`config.mk`:
```
export PLATFORM = sky130hd
export DESIGN_NAME = prg_bank_mapper
export DESIGN_NICKNAME = d
export VERILOG_FILES = /design/src/rtl/prg_map_pkg.sv /design/src/rtl/prg_bank_regs.sv /design/src/rtl/prg_slot_calc.sv /design/src/rtl/prg_bank_mapper.sv
export SDC_FILE = /design/constraint.sdc
export NUM_CORES = 1
export LEC_CHECK = 0
export BUFFER_PORTS_ARGS = -buffer_cell sky130_fd_sc_hd__buf_2
export CELL_PAD_IN_SITES_DETAIL_PLACEMENT = 0
export CELL_PAD_IN_SITES_GLOBAL_PLACEMENT = 2
export CORE_AREA = 2 2 94 96
export DETAILED_ROUTE_END_ITERATION = 10
export DIE_AREA = 0 0 96 98
export PLACE_DENSITY = 0.87
export SYNTH_ARGS = -nofsm -noshare
export SYNTH_HDL_FRONTEND = slang
export SYNTH_HIERARCHICAL = 1
export SYNTH_SLANG_ARGS = --single-unit
```
`constraint.sdc`:
```
create_clock -name clk -period 3 [get_ports clk]
set_input_delay 0.75 -clock clk [delete_from_list [all_inputs] [get_ports clk]]
set_output_delay 0.75 -clock clk [all_outputs]
set_load 0.01 [all_outputs]
```
`src/rtl/prg_map_pkg.sv`:
```
package prg_map_pkg;
  localparam int REG_W  = 7;
  localparam int CPU_AW = 16;
  localparam int CPU_DW = 8;
  localparam int OFS_W  = 13;
  localparam int NSLOT  = 4;

  typedef logic [NSLOT-1:0][REG_W-1:0] bank_file_t;

  function automatic logic [REG_W-1:0] mirror_bits(input logic [REG_W-1:0] v);
    logic [REG_W-1:0] r;
    for (int i = 0; i < REG_W; i++) r[i] = v[REG_W-1-i];
    return r;
  endfunction
endpackage

```
`src/rtl/prg_bank_regs.sv`:
```
module prg_bank_regs
  import prg_map_pkg::*;
(
  input  logic              clk,
  input  logic              rst,
  input  logic              wr_en,
  input  logic [CPU_AW-1:0] wr_addr,
  input  logic [CPU_DW-1:0] wr_data,
  output bank_file_t        regs_q,
  output logic [2:0]        mode_q,
  output logic              work_rom_q
);
  logic hit_bank, hit_mode;

  assign hit_bank = wr_en && (wr_addr[CPU_AW-1:3] == 13'h1000);
  assign hit_mode = wr_en && ((wr_addr & 16'hFFFB) == 16'hD000);

  always_ff @(posedge clk) begin
    if (rst) begin
      regs_q     <= '0;
      mode_q     <= '0;
      work_rom_q <= 1'b0;
    end else begin
      if (hit_bank) regs_q[wr_addr[1:0]] <= wr_data[REG_W-1:0];
      if (hit_mode) begin
        mode_q     <= wr_data[2:0];
        work_rom_q <= wr_data[7];
      end
    end
  end
endmodule

```
`src/rtl/prg_slot_calc.sv`:
```
module prg_slot_calc
  import prg_map_pkg::*;
#(
  parameter int ROM_BANKS = 16,
  parameter int BANK_W    = $clog2(ROM_BANKS)
) (
  input  bank_file_t                   regs,
  input  logic [2:0]                   mode,
  output logic [NSLOT-1:0][BANK_W-1:0] slot_bank,
  output logic [BANK_W-1:0]            work_bank
);
  localparam int WIDE_W = REG_W + 2;
  localparam logic [WIDE_W-1:0] MASK_W = WIDE_W'(ROM_BANKS - 1);
  localparam logic [WIDE_W-1:0] LAST_W = WIDE_W'(ROM_BANKS - 1);

  logic [WIDE_W-1:0] r3_w;
  assign r3_w = WIDE_W'(regs[3]);

  for (genvar s = 0; s < NSLOT; s++) begin : g_slot
    logic [WIDE_W-1:0] raw;
    logic [WIDE_W-1:0] own_w;
    logic [WIDE_W-1:0] own_rev_w;
    assign own_w     = WIDE_W'(regs[s]);
    assign own_rev_w = WIDE_W'(mirror_bits(regs[s]));

    always_comb begin
      case (mode[1:0])
        2'd0: raw = (mode[2] ? r3_w : (LAST_W - WIDE_W'(3))) + WIDE_W'(s);
        2'd1: begin
          if (s < 2) raw = WIDE_W'(regs[1]) + WIDE_W'(s);
          else       raw = (mode[2] ? r3_w : (LAST_W - WIDE_W'(1))) + WIDE_W'(s - 2);
        end
        2'd2:    raw = (s == 3 && !mode[2]) ? LAST_W : own_w;
        default: raw = (s == 3 && !mode[2]) ? LAST_W : own_rev_w;
      endcase
      slot_bank[s] = BANK_W'(raw & MASK_W);
    end
  end

  logic [WIDE_W-1:0] work_raw;
  always_comb begin
    case (mode[1:0])
      2'd0:    work_raw = {regs[3], 2'b11};
      2'd1:    work_raw = {1'b0, regs[3], 1'b1};
      2'd2:    work_raw = r3_w;
      default: work_raw = WIDE_W'(mirror_bits(regs[3]));
    endcase
    work_bank = BANK_W'(work_raw & MASK_W);
  end
endmodule

```
`src/rtl/prg_bank_mapper.sv`:
```
module prg_bank_mapper
  import prg_map_pkg::*;
#(
  parameter int ROM_BANKS = 16,
  localparam int BANK_W   = $clog2(ROM_BANKS),
  localparam int ROM_AW   = BANK_W + OFS_W
) (
  input  logic              clk,
  input  logic              rst,
  input  logic              wr_en,
  input  logic [CPU_AW-1:0] wr_addr,
  input  logic [CPU_DW-1:0] wr_data,
  input  logic [CPU_AW-1:0] rd_addr,
  output logic [ROM_AW-1:0] rom_addr,
  output logic              rom_sel,
  output logic              ram_sel
);
  bank_file_t                   regs_q;
  logic [2:0]                   prg_mode_q;
  logic                         work_rom_q;
  logic [NSLOT-1:0][BANK_W-1:0] slot_bank;
  logic [BANK_W-1:0]            work_bank;

  prg_bank_regs u_regs (
    .clk        (clk),
    .rst        (rst),
    .wr_en      (wr_en),
    .wr_addr    (wr_addr),
    .wr_data    (wr_data),
    .regs_q     (regs_q),
    .mode_q     (prg_mode_q),
    .work_rom_q (work_rom_q)
  );

  prg_slot_calc #(.ROM_BANKS(ROM_BANKS), .BANK_W(BANK_W)) u_calc (
    .regs      (regs_q),
    .mode      (prg_mode_q),
    .slot_bank (slot_bank),
    .work_bank (work_bank)
  );

  logic [OFS_W-1:0] ofs;
  assign ofs = rd_addr[OFS_W-1:0];

  always_ff @(posedge clk) begin
    if (rst) begin
      rom_addr <= '0;
      rom_sel  <= 1'b0;
      ram_sel  <= 1'b0;
    end else if (rd_addr[15]) begin
      rom_addr <= {slot_bank[rd_addr[14:13]], ofs};
      rom_sel  <= 1'b1;
      ram_sel  <= 1'b0;
    end else if (rd_addr[15:13] == 3'b011) begin
      rom_addr <= work_rom_q ? {work_bank, ofs} : '0;
      rom_sel  <= work_rom_q;
      ram_sel  <= !work_rom_q;
    end else begin
      rom_addr <= '0;
      rom_sel  <= 1'b0;
      ram_sel  <= 1'b0;
    end
  end
endmodule

```
==> flow_summary.ini, run 1 <==
[run_status]
status = completed

[grt]
grt_pass1_vias = 2072
grt_pass1_wl_um = 10300
antenna_found_initial = 0
grt_max_degree = 45
grt_overflow = 0
grt_util_all_layers_pct = 14.1

[min_path]
hold_depth = 2
worstHoldPathType = flop to flop

[logic_synthesis]
syn-num-nets = 317
seq_area_frac_synth_pct = 36.6
synthXorXnorAreaFrac_pct = 0.941
yosysTopAreaCellShare_pct = 36.6
syn-instance-count = 269
synth_area_um2 = 2790
yosys.area_share.adder_pct = 2.24
synth_top_flop_cell = dfxtp_1
async_flop_share_pct = 0
synthSimpleGateAreaFrac_pct = 25.5
synth_warnings = 6
synth_compound_area_share_pct = 9.19
yosys.cell_types.count = 46
synth_edf_count = 0
synth_top_family_by_area = simple AND/OR/NAND/NOR gates
synthTopCellsByCount = dfxtp_1 (51), nand2b_1 (43), mux2i_1 (39)
netlist_top_cells_area = dfxtp_1 (37%), mux2i_1 (14%), nand2b_1 (9.6%)
netlist.top_cell.by_area = dfxtp_1
syn_area_per_cell_um2 = 10.4
synth.area.mux_share_pct = 21.6
yosysMostFrequentCell = dfxtp_1
synth-seq-cells = 51

[setup_path]
worstSetupPathType = flop to flop
critPathMaxFanout = 26
rr_worst_depth = 7
cp.arrival_ns = 2.60
critPathLaunchType = flop
critical_path_required_ns = 3.21
worst_setup_path_end_kind = flop

[sta]
fmax_mhz = 418
post-route-min-period_ns = 2.39
hold_viol = 0
finalCritPeriodShare_pct = 79.7
fin_worst_skew_ns = 0.00817
tightest_slew_ns = 0.616
slew_violations = 0
rsz0062_at_grt = no
setup_violations = 0
tns_ns = 0
slew-limit-headroom_pct = 58.8

[cells_and_area]
drive_above_1_share_pct = 29.4
num-fill-cells = 834
multi_input_comb_area_um2 = 1660
seq_area_um2 = 1020
fin_area_um2 = 3290
nNetsFinal = 373
antenna_cells = 0
syn_to_final_growth_pct = 17.7

[route]
drc = 0
drtAntennaViolNets = 0
vias_per_cell = 4.98
num_vias = 2162
drt_pass1_iterations = 4
routedWlPerCell_um = 15.0
finalWirelength_um = 6500
drt_iter0_drc = 124

[die]
ioPinCount = 62
die_width_um = 96
die_area_um2 = 9410
num_rows = 34
initial_core_util_pct = 33.0
die_h_um = 98
core_um2 = 8470

[clock_network]
clkTransAtPathRegs_ns = 0.09
htree_levels = 2
cts_tree = built
clock_latency_ns = 0.31
cts_inserted_buffers = 5
cts_buffer_depth = 2
cts-root-buf = clkbuf_8
postCtsSetupBuffers = 0
cts.sinks = 51
cts_resized = 0
hold_buffers = 0

[power_and_ir_drop]
power_density_nw_per_um2 = 389
p_leak_nw = 1.50
seq_power_share_pct = 53.9
vdd_drop_max_mv = 0.165
switching_share_pct = 22.7
clock_power_share_pct = 38.3
power.internal_mw = 0.988
p_comb_share_pct = 7.8
p_sw_mw = 0.290

[job]
cap_violations = 0

[place]
dpl.hpwl_um = 4700
gp_routability_congestion = 0.816
place_area_um2 = 3170
portBuffers = 60
==> flip-flops by register name (all words and copies together), names as in the netlist <==
register           count
rom_sel                1
u_regs/mode_q          3
u_regs/regs_q         28
rom_addr              17
u_regs/work_rom_q      1
ram_sel                1
==> cells in the final DEF (no fill, tap or decap), types with 7 or more instances in the layout <==
cell,synthesis,routed
buf_2,3,60
dfxtp_1,51,51
nand2b_1,43,43
mux2i_1,39,39
and2_1,13,13
nor2_1,10,10
a21oi_1,10,10
nand2_1,7,7
==> layer usage <==
| metal | wire length, µm | part of all wire, % | track usage [%] |
|---|---|---|---|
| met4 | 108 | 1.7 | 4.51 |
| met2 | 3220 | 50 | 23.7 |
| met1 | 3010 | 46 | 18.3 |
| met5 | 0 | 0 | 0 |
| met3 | 163 | 2.5 | 2.39 |
==> stage by stage <==
step	utilization [%]	std cells	power [mW]	hold WS, ns	setup slack, ns
2_1_floorplan	-	269	0.754	0.434	0.791
3_5_place_dp	37.5	426	0.807	0.460	0.659
6_report	38.8	434	1.28	0.479	0.608
5_1_grt	38.8	434	1.33	0.503	0.504
4_1_cts	38.8	434	1.29	0.479	0.646
3_3_place_gp	37.5	426	0.805	0.455	0.667
==> layout make-up <==
class | instances | share of cell area [%]
Timing Repair Buffer | 64 | 10.1
Tap cell | 108 | 4.11
Inverter | 6 | 0.685
Multi-Input combinational cell | 197 | 50.6
Clock inverter | 3 | 1.41
Clock buffer | 5 | 2.09
Sequential cell | 51 | 31.1
==> worst paths after layout <==
kind	from	to	slack [ns]
setup / recovery	u_regs/mode_q[0]$_SDFFE_PP0P_	rom_addr[15]$_SDFF_PP0_	0.61
hold / removal	u_regs/regs_q[15]$_SDFFE_PP0P_	u_regs/regs_q[15]$_SDFFE_PP0P_	0.48
setup reg to reg	u_regs/mode_q[0]$_SDFFE_PP0P_	rom_addr[15]$_SDFF_PP0_	0.61
hold reg to reg	u_regs/regs_q[15]$_SDFFE_PP0P_	u_regs/regs_q[15]$_SDFFE_PP0P_	0.48
==> worst max-delay path, cell delays in order, from the launching register on <==
cell and delay (ns):
dfxtp_1 0.38, buf_4 0.33, inv_1 0.23, o21bai_1 0.30, a22o_1 0.17, a22oi_1 0.09, mux4_2 0.51, a32o_1 0.28
==> logic make-up after synthesis <==
group,after synthesis
adder cells (fa/ha/maj),5
AO/OA/AOI/OAI,38
XOR/XNOR,3
flip-flops,51
buffers and inverters,21
AND/OR/NAND/NOR,100
multiplexers,51
==> power by group through the flow <==
| stage | clock (mW) | combinational [mW] | sequential, mW |
|---|---|---|---|
| floorplan | 0 | 0.0431 | 0.711 |
| global placement | 0 | 0.100 | 0.705 |
| detailed placement | 0 | 0.102 | 0.705 |
| CTS | 0.503 | 0.102 | 0.689 |
| global route | 0.532 | 0.110 | 0.691 |
| finish | 0.489 | 0.100 | 0.689 |
Note: power is estimated with default switching activity, not from simulation.
==> run 2, diff against run 1 <==
==> constraint.sdc (replaced) <==
create_clock -name clk -period 2.48 [get_ports clk]
set_input_delay 0.62 -clock clk [delete_from_list [all_inputs] [get_ports clk]]
set_output_delay 0.62 -clock clk [all_outputs]
set_load 0.01 [all_outputs]
==> run 2 against run 1 <==
Clock-buffer cell count stayed put. Clock skew fell by 0.0027 ns. Routed wire length decreased by 5.2%. Sequential power rose by 21%. Clock power fell by 4%. Setup slack worse by 0.45 ns. Sequential share of layout area shrank 0.23 points. Fmax grew 2.8%. Global-route usage decreased by 0.21 points.
==> flow_summary.ini, run 2 (synthesized netlist as in run 1, its figures left out) <==
[route]
vias_per_cell = 4.85
finalWirelength_um = 6160
drt_pass1_iterations = 4
num_vias = 2141
drtAntennaViolNets = 0
drc = 0
drt_iter0_drc = 109
routedWlPerCell_um = 14.0

[die]
die_area_um2 = 9410
core_um2 = 8470
initial_core_util_pct = 33.0
die_width_um = 96
num_rows = 34
die_h_um = 98
ioPinCount = 62

[cells_and_area]
nNetsFinal = 380
mostFrequentLayoutCell = buf_2
syn_to_final_growth_pct = 18.6
antenna_cells = 0
drive_above_1_share_pct = 30.9
reg.largest.list = u_regs/regs_q (28), rom_addr (17), u_regs/mode_q (3)
finalNonFillerCells = 441
fin_util_pct = 39.1
largest_reg_flops = 28
regMostFlops = u_regs/regs_q
final_cell_mix = buf_2 (60), dfxtp_1 (51), nand2b_1 (43)

[place]
portBuffers = 60
dpl.hpwl_um = 4670
gp_routability_congestion = 0.877
dp_cells = 433
place_ws_ns = 0.155

[run_status]
status = completed

[sta]
setup_slack_ns = 0.153
setup_violations = 0
slew_violations = 0
post-route-min-period_ns = 2.33
finalCritPeriodShare_pct = 93.8
fmax_mhz = 430
tightest_slew_ns = 0.594
rsz0062_at_grt = no
tns_ns = 0
slew-limit-headroom_pct = 60.2
hold_viol = 0
fin_worst_skew_ns = 0.00549

[job]
cap_violations = 0

[min_path]
worstHoldPathType = flop to flop
min_from = u_regs/regs_q[15]$_SDFFE_PP0P_

[grt]
antenna_found_initial = 0
grt_pass1_vias = 2116
grt_overflow = 0
grt_pass1_wl_um = 10300
grt_util_all_layers_pct = 13.9
grt_max_degree = 45

[power_and_ir_drop]
power_density_nw_per_um2 = 430
p_leak_nw = 1.53
p_total_mw = 1.42
vdd_drop_max_mv = 0.198

[setup_path]
critPathLaunchType = flop
cp.arrival_ns = 2.52
critical_path_required_ns = 2.68
crit_start = u_regs/regs_q[23]$_SDFFE_PP0P_
worst_setup_path_end_kind = flop
worstSetupPathType = flop to flop
r2r-start = u_regs/regs_q[23]$_SDFFE_PP0P_
critPathMaxFanout = 6

[clock_network]
clock_latency_ns = 0.30
cts_buffer_depth = 2
postCtsSetupBuffers = 0
cts_resized = 0
cts-root-buf = clkbuf_8
cts_tree = built
cts_inserted_buffers = 5
cts.sinks = 51
clkTransAtPathRegs_ns = 0.09
htree_levels = 2
hold_buffers = 0
## run 2: cell types whose count changed in the layout (fill, tap and decap cells not counted)
| cell | before | now |
|---|---|---|
| buf_4 | 4 | 11 |
| clkinv_2 | 0 | 2 |
| bufinv_16 | 1 | 0 |
| clkinvlp_4 | 1 | 0 |
## run 2: report_power, final
group | internal (mW) | leakage [nW] | switching [mW]
Clock | 0.199 | 0.0483 | 0.272
Combinational | 0.0604 | 1.07 | 0.0600
Sequential | 0.831 | 0.414 | 0.00230
## run 2: routing by layer
metal  vias to the layer above  global-route usage [%]  wire length, µm
met1                      1002                    18.3             2690
li1                       1091                       -                -
met2                        40                    23.1             3190
met3                         8                    2.39              191
met5                         -                       0                0
met4                         0                    4.18               88
## run 2: worst paths after layout
| kind | to | slack [ns] | depth (start not counted) |
|---|---|---|---|
| setup reg to reg | rom_addr[16]$_SDFF_PP0_ | 0.15 | 8 |
| hold reg to reg | u_regs/regs_q[15]$_SDFFE_PP0P_ | 0.48 | 2 |
| hold / removal | u_regs/regs_q[15]$_SDFFE_PP0P_ | 0.48 | 2 |
| setup / recovery | rom_addr[16]$_SDFF_PP0_ | 0.15 | 8 |
## run 2: per-stage QoR
step / hold slack [ns] / instance area [µm²]
finish: 0.477 / 3310
detailed placement: 0.466 / 3220
CTS: 0.479 / 3310
global placement: 0.459 / 3220
global route: 0.489 / 3310
floorplan: 0.434 / 2790
## run 2: critical path, stage by stage (launching register included)
cell      delay (ns)
dfxtp_1         0.37
nand2b_1        0.26
ha_1            0.24
a31o_2          0.25
o21a_1          0.16
o22ai_1         0.12
a32oi_1         0.07
mux4_2          0.48
a32o_1          0.27
## run 2: area by class of cell
type,instances,area (µm²)
tap,108,135
multi-input combinational,197,1660
fill,852,5150
clock inverter,3,18.8
clock buffer,5,68.8
inverter,6,22.5
sequential,51,1020
timing repair buffer,71,383
==> run 3, diff against run 2 <==
--- a/config.mk
+++ b/config.mk
@@ -12,6 +12,7 @@
 export DETAILED_ROUTE_END_ITERATION = 10
 export DIE_AREA = 0 0 96 98
 export PLACE_DENSITY = 0.87
+export SETUP_SLACK_MARGIN = 0.4
 export SYNTH_ARGS = -nofsm -noshare
 export SYNTH_HDL_FRONTEND = slang
 export SYNTH_HIERARCHICAL = 1
==> run 3 against run 2 <==
Fmax grew 13%. Register-to-register slack improved by 0.26 ns. Global-route usage is 0.11 points higher. Clock skew shrank 0.0015 ns. Clock-buffer cell count is the same. Sequential share of layout area down 1.6 points. Critical path depth stayed put. Utilization up 2.7 points. Critical endpoint is now rom_addr[15]$_SDFF_PP0_.
==> flow_summary.ini, run 3 (synthesized netlist as in run 1, its figures left out) <==
[cells_and_area]
syn_to_final_growth_pct = 26.7
multi_input_comb_area_um2 = 1760
largest_reg_flops = 28
drive_above_1_share_pct = 38.2
regMostFlops = u_regs/regs_q
finalNonFillerCells = 451
antenna_cells = 0
seq_area_um2 = 1030
fin_util_pct = 41.8
final_cell_mix = buf_2 (60), dfxtp_1 (46), nand2b_1 (41)
mostFrequentLayoutCell = buf_2
nNetsFinal = 390
reg.largest.list = u_regs/regs_q (28), rom_addr (17), u_regs/mode_q (3)
num-fill-cells = 822

[die]
ioPinCount = 62
core_um2 = 8470
die_width_um = 96
initial_core_util_pct = 33.0
num_rows = 34
die_area_um2 = 9410
die_h_um = 98

[setup_path]
r2r-start = u_regs/mode_q[2]$_SDFFE_PP0P_
r2r_end = rom_addr[15]$_SDFF_PP0_
critical_path_required_ns = 2.69
critPathMaxFanout = 6
critPathLaunchType = flop
crit_end = rom_addr[15]$_SDFF_PP0_
crit_start = u_regs/mode_q[2]$_SDFFE_PP0P_
cp.arrival_ns = 2.27
worstSetupPathType = flop to flop
r2r_slack_ns = 0.42
worst_setup_path_end_kind = flop
rr_worst_depth = 8

[clock_network]
clkTransAtPathRegs_ns = 0.09
clock_latency_ns = 0.30
cts_inserted_buffers = 5
cts_buffer_depth = 2
hold_buffers = 0
cts-root-buf = clkbuf_8
htree_levels = 2
cts_tree = built
cts.sinks = 51

[route]
drtAntennaViolNets = 0
routedWlPerCell_um = 14.7
drt_pass1_iterations = 5
drc = 0
vias_per_cell = 4.90
num_vias = 2212
finalWirelength_um = 6620
drt_iter0_drc = 71

[sta]
hold_viol = 0
setup_violations = 0
rsz0062_at_grt = yes
timing.hold.ws_ns = 0.478
post-route-min-period_ns = 2.06
tightest_slew_ns = 0.612
slew-limit-headroom_pct = 59.1
tns_ns = 0
finalCritPeriodShare_pct = 83.2
fin_worst_skew_ns = 0.00400
slew_violations = 0
fmax_mhz = 484

[grt]
grt_overflow = 0
grt_pass1_vias = 2002
grt_max_degree = 45
antenna_found_initial = 0
grt_util_all_layers_pct = 14.0
grt_pass1_wl_um = 10300

[run_status]
status = completed

[place]
dp_cells = 428
portBuffers = 60
dpl.hpwl_um = 4740
gp_routability_congestion = 0.837

[power_and_ir_drop]
power_density_nw_per_um2 = 432
p_total_mw = 1.53
vdd_drop_max_mv = 0.333
p_leak_nw = 1.62

[job]
cap_violations = 0

[min_path]
worstHoldPathType = flop to flop
run 3: per-stage QoR:
| step | setup WS [ns] | instance area (µm²) |
|---|---|---|
| 2_1_floorplan | 0.384 | 2820 |
| 3_3_place_gp | 0.221 | 3210 |
| 3_5_place_dp | 0.189 | 3210 |
| 4_1_cts | 0.382 | 3410 |
| 5_1_grt | 0.341 | 3540 |
| 6_report | 0.415 | 3540 |
run 3: repair_timing:
action / in CTS / in global routing
endpoints found under the hold margin: 0 / 0
resized for setup: 13 / 12
pin swaps: 5 / 7
buffers inserted: 7 / 8
setup endpoints to repair: 4 / 3
run 3: worst min-delay path by stage:
stage | endpoint | cells after the start | startpoint
3_3_place_gp | u_regs/regs_q[14]$_SDFFE_PP0P_ | 2 | u_regs/regs_q[14]$_SDFFE_PP0P_
3_5_place_dp | ram_sel$_SDFF_PP0_ | 1 | u_regs/work_rom_q$_SDFFE_PP0P_
2_1_floorplan | ram_sel$_SDFF_PP0_ | 1 | u_regs/work_rom_q$_SDFFE_PP0P_
6_report | u_regs/regs_q[14]$_SDFFE_PP0P_ | 2 | u_regs/regs_q[14]$_SDFFE_PP0P_
4_1_cts | u_regs/regs_q[14]$_SDFFE_PP0P_ | 2 | u_regs/regs_q[14]$_SDFFE_PP0P_
5_1_grt | rom_addr[11]$_SDFF_PP0_ | 2 | rd_addr[11]
run 3: report_power, final:
part | total [mW] | internal, mW | switching, mW
sequential | 0.830 | 0.827 | 0.00240
clock | 0.577 | 0.301 | 0.277
combinational | 0.121 | 0.0600 | 0.0609
run 3: worst max-delay path, stage by stage (launching register included):
cell and delay (ns):
dfxtp_4 0.42, nand2_4 0.09, buf_4 0.14, ha_1 0.21, a21oi_2 0.14, mux2_2 0.17
a22oi_1 0.06, mux4_2 0.50, a32o_1 0.24
run 3: layout make-up:
type	count	area share, %
clock buffer	5	1.95
clock inverter	3	1.24
inverter	6	0.707
multi-input combinational	197	49.7
sequential	51	29.3
tap	108	3.82
timing repair buffer	81	13.4
run 3: routing by layer:
layer | global-route usage [%] | up-vias | part of all wire [%]
met5 | 0 | - | 0
met1 | 18.8 | 1052 | 45
li1 | - | 1110 | -
met3 | 2.55 | 12 | 2.8
met2 | 22.7 | 38 | 50
met4 | 4.29 | 0 | 1.8
